===== config.mk =====
export PLATFORM = sky130hd
export DESIGN_NAME = evq_writer
export DESIGN_NICKNAME = d
export VERILOG_FILES = /design/src/rtl/evq_pkg.sv /design/src/rtl/evq_advance.sv /design/src/rtl/evq_slot_fmt.sv /design/src/rtl/evq_ctrl.sv /design/src/rtl/evq_writer.sv
export SDC_FILE = /design/constraint.sdc
export NUM_CORES = 1
export LEC_CHECK = 0
export BUFFER_PORTS_ARGS = -buffer_cell sky130_fd_sc_hd__clkbuf_2
export CAP_MARGIN = 5
export CORE_ASPECT_RATIO = 0.7
export CORE_MARGIN = 1.5
export CORE_UTILIZATION = 44
export CTS_CLUSTER_DIAMETER = 40
export CTS_CLUSTER_SIZE = 16
export DETAILED_ROUTE_END_ITERATION = 8
export PLACE_DENSITY = 0.84
export SETUP_SLACK_MARGIN = 0.02
export SYNTH_ARGS = -nofsm -noshare
export SYNTH_HDL_FRONTEND = slang
export SYNTH_SLANG_ARGS = --single-unit

===== constraint.sdc =====
create_clock -name clk -period 2.44 [get_ports clk]
set_input_delay 0.244 -clock clk [delete_from_list [all_inputs] [get_ports clk]]
set_output_delay 0.244 -clock clk [all_outputs]
set_load 0.03 [all_outputs]

===== src/rtl/evq_pkg.sv =====
package evq_pkg;

    // Smallest queue is 2**BASE_LOG2 slots
    localparam int unsigned BASE_LOG2  = 10;
    // Slots are 4-byte words
    localparam int unsigned SLOT_SHIFT = 2;
    localparam int unsigned WORD_W     = 32;

    typedef enum logic [1:0] {
        ST_IDLE  = 2'd0,
        ST_ISSUE = 2'd1,
        ST_WAIT  = 2'd2
    } evq_state_e;

    typedef struct packed {
        logic valid;
        logic err;
    } evq_resp_t;

    typedef struct packed {
        logic ack;
        logic fail;
    } evq_done_t;

    // Slot mask (count - 1) for a size code, as a 32-bit value
    function automatic logic [31:0] size_mask(input int unsigned code);
        return (32'd1 << (code + BASE_LOG2)) - 32'd1;
    endfunction

    // Stored word: generation on top, data payload below
    function automatic logic [WORD_W-1:0] pack_entry(input logic gen,
                                                     input logic [WORD_W-1:0] d);
        return {gen, d[WORD_W-2:0]};
    endfunction

endpackage


===== src/rtl/evq_advance.sv =====
module evq_advance
    import evq_pkg::*;
#(
    parameter int SZ_W  = 2,
    parameter int IDX_W = BASE_LOG2 + (2**SZ_W) - 1
) (
    input  logic [SZ_W-1:0]  size_code,
    input  logic [IDX_W-1:0] idx_in,
    input  logic             gen_in,
    output logic [IDX_W-1:0] mask,
    output logic [IDX_W-1:0] idx_next,
    output logic             gen_next,
    output logic             wrapped
);
    localparam int NCODES = 2**SZ_W;

    logic [IDX_W-1:0] mask_tab [NCODES];

    for (genvar c = 0; c < NCODES; c++) begin : g_mask
        localparam logic [63:0] M64 = (64'd1 << (c + BASE_LOG2)) - 64'd1;
        assign mask_tab[c] = M64[IDX_W-1:0];
    end

    always_comb begin
        mask     = mask_tab[size_code];
        idx_next = (idx_in + IDX_W'(1)) & mask;
        wrapped  = (idx_next == '0);
        gen_next = gen_in ^ wrapped;
    end

endmodule


===== src/rtl/evq_slot_fmt.sv =====
module evq_slot_fmt
    import evq_pkg::*;
#(
    parameter int ADDR_W = 40,
    parameter int IDX_W  = 13
) (
    input  logic [ADDR_W-1:0] base,
    input  logic [IDX_W-1:0]  idx,
    input  logic              gen,
    input  logic [WORD_W-1:0] data,
    output logic [ADDR_W-1:0] addr,
    output logic [WORD_W-1:0] word
);
    localparam int OFS_W = IDX_W + SLOT_SHIFT;

    logic [OFS_W-1:0] byte_ofs;

    always_comb begin
        byte_ofs = {idx, {SLOT_SHIFT{1'b0}}};
        addr     = base + ADDR_W'(byte_ofs);
        word     = pack_entry(gen, data);
    end

endmodule


===== src/rtl/evq_ctrl.sv =====
module evq_ctrl
    import evq_pkg::*;
(
    input  logic       clk,
    input  logic       rst,
    input  logic       start,
    input  logic       mem_ready,
    input  evq_resp_t  resp,
    output logic       idle,
    output logic       issue,
    output evq_done_t  done
);
    evq_state_e state_q, state_d;

    always_comb begin
        state_d   = state_q;
        done.ack  = 1'b0;
        done.fail = 1'b0;
        unique case (state_q)
            ST_IDLE:  if (start) state_d = ST_ISSUE;
            ST_ISSUE: if (mem_ready) state_d = ST_WAIT;
            ST_WAIT: begin
                if (resp.valid) begin
                    state_d   = ST_IDLE;
                    done.ack  = !resp.err;
                    done.fail = resp.err;
                end
            end
            default:  state_d = ST_IDLE;
        endcase
    end

    always_ff @(posedge clk) begin
        if (rst) state_q <= ST_IDLE;
        else     state_q <= state_d;
    end

    assign idle  = (state_q == ST_IDLE);
    assign issue = (state_q == ST_ISSUE);


    req_hold_chk: assert property (@(posedge clk) disable iff (rst)
        issue && !mem_ready |=> issue);


    one_req_chk: assert property (@(posedge clk) disable iff (rst)
        issue && mem_ready |=> !issue);


    done_excl_chk: assert property (@(posedge clk) disable iff (rst)
        $onehot0({done.ack, done.fail}));

endmodule


===== src/rtl/evq_writer.sv =====
module evq_writer
    import evq_pkg::*;
#(
    parameter int ADDR_W = 40,
    parameter int SZ_W   = 2,
    parameter int IDX_W  = BASE_LOG2 + (2**SZ_W) - 1
) (
    input  logic              clk,
    input  logic              rst,
    input  logic              cfg_load,
    input  logic [ADDR_W-1:0] cfg_base,
    input  logic [SZ_W-1:0]   cfg_size,
    input  logic [IDX_W-1:0]  cfg_index,
    input  logic              cfg_gen,
    input  logic              cfg_flipped,
    input  logic              push_valid,
    input  logic [31:0]       push_data,
    output logic              push_ack,
    output logic              push_fail,
    output logic              mem_valid,
    input  logic              mem_ready,
    output logic [ADDR_W-1:0] mem_addr,
    output logic [31:0]       mem_wdata,
    input  logic              mem_resp_valid,
    input  logic              mem_resp_err,
    output logic [IDX_W-1:0]  cur_index,
    output logic              cur_gen,
    output logic              gen_flipped
);
    logic [ADDR_W-1:0] base_q;
    logic [SZ_W-1:0]   size_q;
    logic [IDX_W-1:0]  idx_q;
    logic              gen_q;
    logic              flip_q;
    logic [WORD_W-1:0] data_q;

    logic              idle, issue, start, load_take;
    evq_resp_t         resp;
    evq_done_t         done;
    logic [IDX_W-1:0]  mask, idx_nx;
    logic              gen_nx, wrapped;
    logic [IDX_W-1:0]  load_idx;

    assign resp.valid = mem_resp_valid;
    assign resp.err   = mem_resp_err;
    assign load_take  = cfg_load && idle;
    assign start      = push_valid && !cfg_load;
    assign load_idx   = cfg_index & size_mask(int'(cfg_size))[IDX_W-1:0];

    evq_ctrl u_ctrl (
        .clk       (clk),
        .rst       (rst),
        .start     (start),
        .mem_ready (mem_ready),
        .resp      (resp),
        .idle      (idle),
        .issue     (issue),
        .done      (done)
    );

    evq_advance #(.SZ_W(SZ_W), .IDX_W(IDX_W)) u_adv (
        .size_code (size_q),
        .idx_in    (idx_q),
        .gen_in    (gen_q),
        .mask      (mask),
        .idx_next  (idx_nx),
        .gen_next  (gen_nx),
        .wrapped   (wrapped)
    );

    evq_slot_fmt #(.ADDR_W(ADDR_W), .IDX_W(IDX_W)) u_fmt (
        .base (base_q),
        .idx  (idx_q),
        .gen  (gen_q),
        .data (data_q),
        .addr (mem_addr),
        .word (mem_wdata)
    );

    always_ff @(posedge clk) begin
        if (rst) begin
            base_q <= '0;
            size_q <= '0;
            idx_q  <= '0;
            gen_q  <= 1'b0;
            flip_q <= 1'b0;
            data_q <= '0;
        end else begin
            if (load_take) begin
                base_q <= cfg_base;
                size_q <= cfg_size;
                idx_q  <= load_idx;
                gen_q  <= cfg_gen;
                flip_q <= cfg_flipped;
            end else if (idle && start) begin
                data_q <= push_data;
            end else if (done.ack) begin
                idx_q <= idx_nx;
                if (wrapped) begin
                    gen_q  <= gen_nx;
                    flip_q <= gen_nx;
                end
            end
        end
    end

    assign mem_valid   = issue;
    assign push_ack    = done.ack;
    assign push_fail   = done.fail;
    assign cur_index   = idx_q;
    assign cur_gen     = gen_q;
    assign gen_flipped = flip_q;


    advance_chk: assert property (@(posedge clk) disable iff (rst)
        push_ack |=> cur_index == (($past(cur_index) + IDX_W'(1)) & $past(mask)));


    wrap_gen_chk: assert property (@(posedge clk) disable iff (rst)
        push_ack |=> ((cur_index == '0) == (cur_gen != $past(cur_gen))));


    wrap_flag_chk: assert property (@(posedge clk) disable iff (rst)
        push_ack && !$past(rst) |=> (cur_index == '0) |-> (gen_flipped == cur_gen));


    err_keep_chk: assert property (@(posedge clk) disable iff (rst)
        push_fail |=> $stable(cur_index) && $stable(cur_gen) && $stable(gen_flipped));


    quiet_keep_chk: assert property (@(posedge clk) disable iff (rst)
        !push_ack && !load_take |=> $stable(cur_index) && $stable(cur_gen)
                                    && $stable(gen_flipped));


    req_stable_chk: assert property (@(posedge clk) disable iff (rst)
        mem_valid && !mem_ready |=> $stable(mem_addr) && $stable(mem_wdata));


    idx_range_chk: assert property (@(posedge clk) disable iff (rst)
        (cur_index & ~mask) == '0);

endmodule


==> impl_metrics.env <==
export IMPL_drt_first_pass_iters=5
export IMPL_holdBufCountCts=0
export IMPL_leakage_uw=0.00333
export IMPL_crit_path_start="cur_index[0]"
export IMPL_synth_edf_count=0
export IMPL_clock_sinks=90
export IMPL_drcViolationCount=0
export IMPL_cts_tree="done"
export IMPL_worst_pin_slew_ns=0.911
export IMPL_synth_nets=742
export IMPL_yosysUniqueCellTypes=64
export IMPL_grt_pass1_vias=5149
export IMPL_critPathMaxStageDelay_ns=0.36
export IMPL_cts_root_buf="clkbuf_16"
export IMPL_wl_per_cell_um=15.1
export IMPL_num_vias=5402
export IMPL_drv_cap=0
export IMPL_setup_viol=31
export IMPL_synthCells=630
export IMPL_syn_area_mm2=0.00491
export IMPL_worstSetupEndpointType="output pin"
export IMPL_path_delay_family="compound AO/OA/AOI/OAI gates"
export IMPL_fin_crit_ns=2.90
export IMPL_clock_path_buffers=2
export IMPL_synth_area_per_cell_um2=7.80
export IMPL_initial_utilization=0.450
export IMPL_required_ns=2.20
export IMPL_power_density_mw_per_mm2=563
export IMPL_n_antenna_cell=0
export IMPL_yosysTopAreaCell="dfxtp_1"
export IMPL_ioPinCount=186
export IMPL_worstRegToRegCells=10
export IMPL_fin_area_mm2=0.00746
export IMPL_synth_seq_cells=90
export IMPL_grt_ovfl_total=0
export IMPL_cp_slowest_cell="dfxtp_4"
export IMPL_drive_gt1_frac=0.430
export IMPL_synth_top_area_frac=0.367
export IMPL_r2r_start="cur_index[1]"
export IMPL_grt_total_usage=0.260
export IMPL_grt_pass1_wl_um=24600
export IMPL_max_slew_margin_rel=0.390
export IMPL_worstSetupEndpoint="mem_addr[30]"
export IMPL_nets=967
export IMPL_place_area_mm2=0.00658
export IMPL_first_iter_violations=411
export IMPL_core_region_area_mm2=0.0109
export IMPL_peakVddDrop_uv=374
export IMPL_synth_common_cells="160 x nand2_1, 90 x dfxtp_1, 85 x a21oi_1"
export IMPL_htreeDepth=3
export IMPL_viasPerCell=5.33
export IMPL_outcome="complete, but fails checks"
export IMPL_cts_inserted_buffers=9
export IMPL_fin_hold_ws_ns=0.118
export IMPL_async_flop_share=0
export IMPL_finalClockSkew_ns=0.00826
export IMPL_globalplace_congestion=0.938
export IMPL_crit_arrival_ns=2.66
export IMPL_fmaxAchievable_mhz=345
export IMPL_layout_setup_ws_ns=-0.462
export IMPL_min_path_type="input port to flip-flop"
export IMPL_yosys_most_used_dff="dfxtp_1"
export IMPL_clk_latency_ns=0.34
export IMPL_violations="setup timing"
export IMPL_die_w_um=129
export IMPL_r2r_slack_ns=0.21
export IMPL_ant_nets=0
export IMPL_row_count=32
export IMPL_portBuffers=184
export IMPL_syn2layout_area_growth_pct=51.8
export IMPL_tns_ns=-10.69
export IMPL_holdPathStages=3
export IMPL_regToRegEndpoint="cur_gen"
export IMPL_worstSetupStartpointType="flip-flop"
export IMPL_hpwl_um=10800
export IMPL_grt_start_max_net_pins=53
export IMPL_hold_viol_final=0
export IMPL_path_class="flip-flop to output pin"
export IMPL_yosysSeqAreaShare=0.367
export IMPL_slew_violations=0
export IMPL_clkTransAtPathRegs_ns=0.07
export IMPL_wirelength_um=15300
export IMPL_worst_path_buf_inv=3
export IMPL_rsz0062_at_grt="yes"
export IMPL_path_depth=11
export IMPL_die_area_mm2=0.0118
export IMPL_synth_area_leaders="dfxtp_1 37%, nand2_1 12%, a21oi_1 8.7%"
export IMPL_yosysMostFrequentCell="nand2_1"
export IMPL_ys_warn_count=0
export IMPL_dieHeight_um=91.4
export IMPL_worstPathCellList="ha_4 -> inv_2 -> fa_2 -> nor2b_2 -> o21a_1 -> o211ai_4 -> a211oi_4 -> buf_6 -> o311ai_2 -> xnor2_2 -> clkbuf_8"
export IMPL_antenna_found_initial=0
export IMPL_cp_max_fo=5
export IMPL_fin_crit_sh=1.19
[how the worst min path moves through the flow]
stage | from | endpoint | slack (ns)
after floorplan | cfg_base[0] | base_q[0] | 0.38
after global placement | data_q[8] | data_q[8] | 0.44
after detailed placement | data_q[5] | data_q[5] | 0.45
after CTS | push_data[20] | data_q[20] | 0.11
after global routing | push_data[15] | data_q[15] | 0.11
final | push_data[20] | data_q[20] | 0.12
[metal layers]
| layer | track usage | wire [µm] |
|---|---|---|
| met4 | 0.0805 | 284 |
| met5 | 0 | 0 |
| met3 | 0.0689 | 1200 |
| met1 | 0.336 | 6600 |
| met2 | 0.422 | 7250 |
[per-stage QoR]
stage | cells | total power, µW | utilization | setup WS, ns
finish | 1013 | 4200 | 0.682 | -0.462
global route | 1013 | 4400 | 0.682 | -0.576
CTS | 1010 | 4210 | 0.677 | -0.453
detailed placement | 987 | 2710 | 0.602 | -0.187
global placement | 987 | 2690 | 0.602 | -0.140
floorplan | 630 | 2330 | - | -0.144
[layout make-up]
cell class | count | area [µm²]
Fill cell | 874 | 3470
Multi-Input combinational cell | 488 | 3400
Sequential cell | 90 | 1830
Timing Repair Buffer | 256 | 1700
Clock buffer | 9 | 225
Tap cell | 153 | 191
Clock inverter | 7 | 73.8
Inverter | 10 | 37.5
[power by group]
group	leakage (µW)	internal (µW)	switching [µW]
logic	0.00244	473	677
clock network	0.000147	802	603
registers	0.000745	1560	84.7
total	0.00333	2840	1360
[cell usage in the layout, fill, tap and decap left out, types with 9 or more instances in the layout]
master       n
clkbuf_2   158
nand2_1    157
a21oi_1     80
dfxtp_1     75
buf_4       63
nor2_1      25
xnor2_2     22
clkbuf_8    20
a211oi_1    14
xnor2_1     13
nand3_1     12
dfxtp_2     12
buf_6       10
nand4_1      9
nor3_1       9
clkbuf_16    9
[sequential cells by signal (all words and copies together), names as in the netlist]
name and cells:
base_q 40, cur_gen 1, cur_index 13, data_q 31
gen_flipped 1, size_q 2, u_ctrl.state_q 2
[cell families (layout without fill, tap and decap cells)]
logic type / after synthesis / after routing / synth area share
xor+xnor: 47 / 47 / 0.0838
fa+ha+maj: 16 / 16 / 0.0423
mux: 1 / 1 / 0.00204
simple gates: 272 / 272 / 0.265
buf+inv: 52 / 282 / 0.0481
flops: 90 / 90 / 0.367
compound gates: 152 / 152 / 0.193
[worst reg2reg max path: cells and delay by family (launching register included)]
family                     cells  cell delay, ns
AOI/OAI and AO/OA              2            0.26
adders and majority gates      1            0.19
DFF                            1            0.36
buffers and inverters          3            0.42
and+or+nand+nor                4            0.89
[repair_timing]
action | in CTS | in global routing
setup buffers | 8 | 3
pin swaps | 24 | 18
endpoints found under the setup margin | 31 | 32
resized for setup | 95 | 15
No activity file was read; power rests on OpenSTA's default activity.
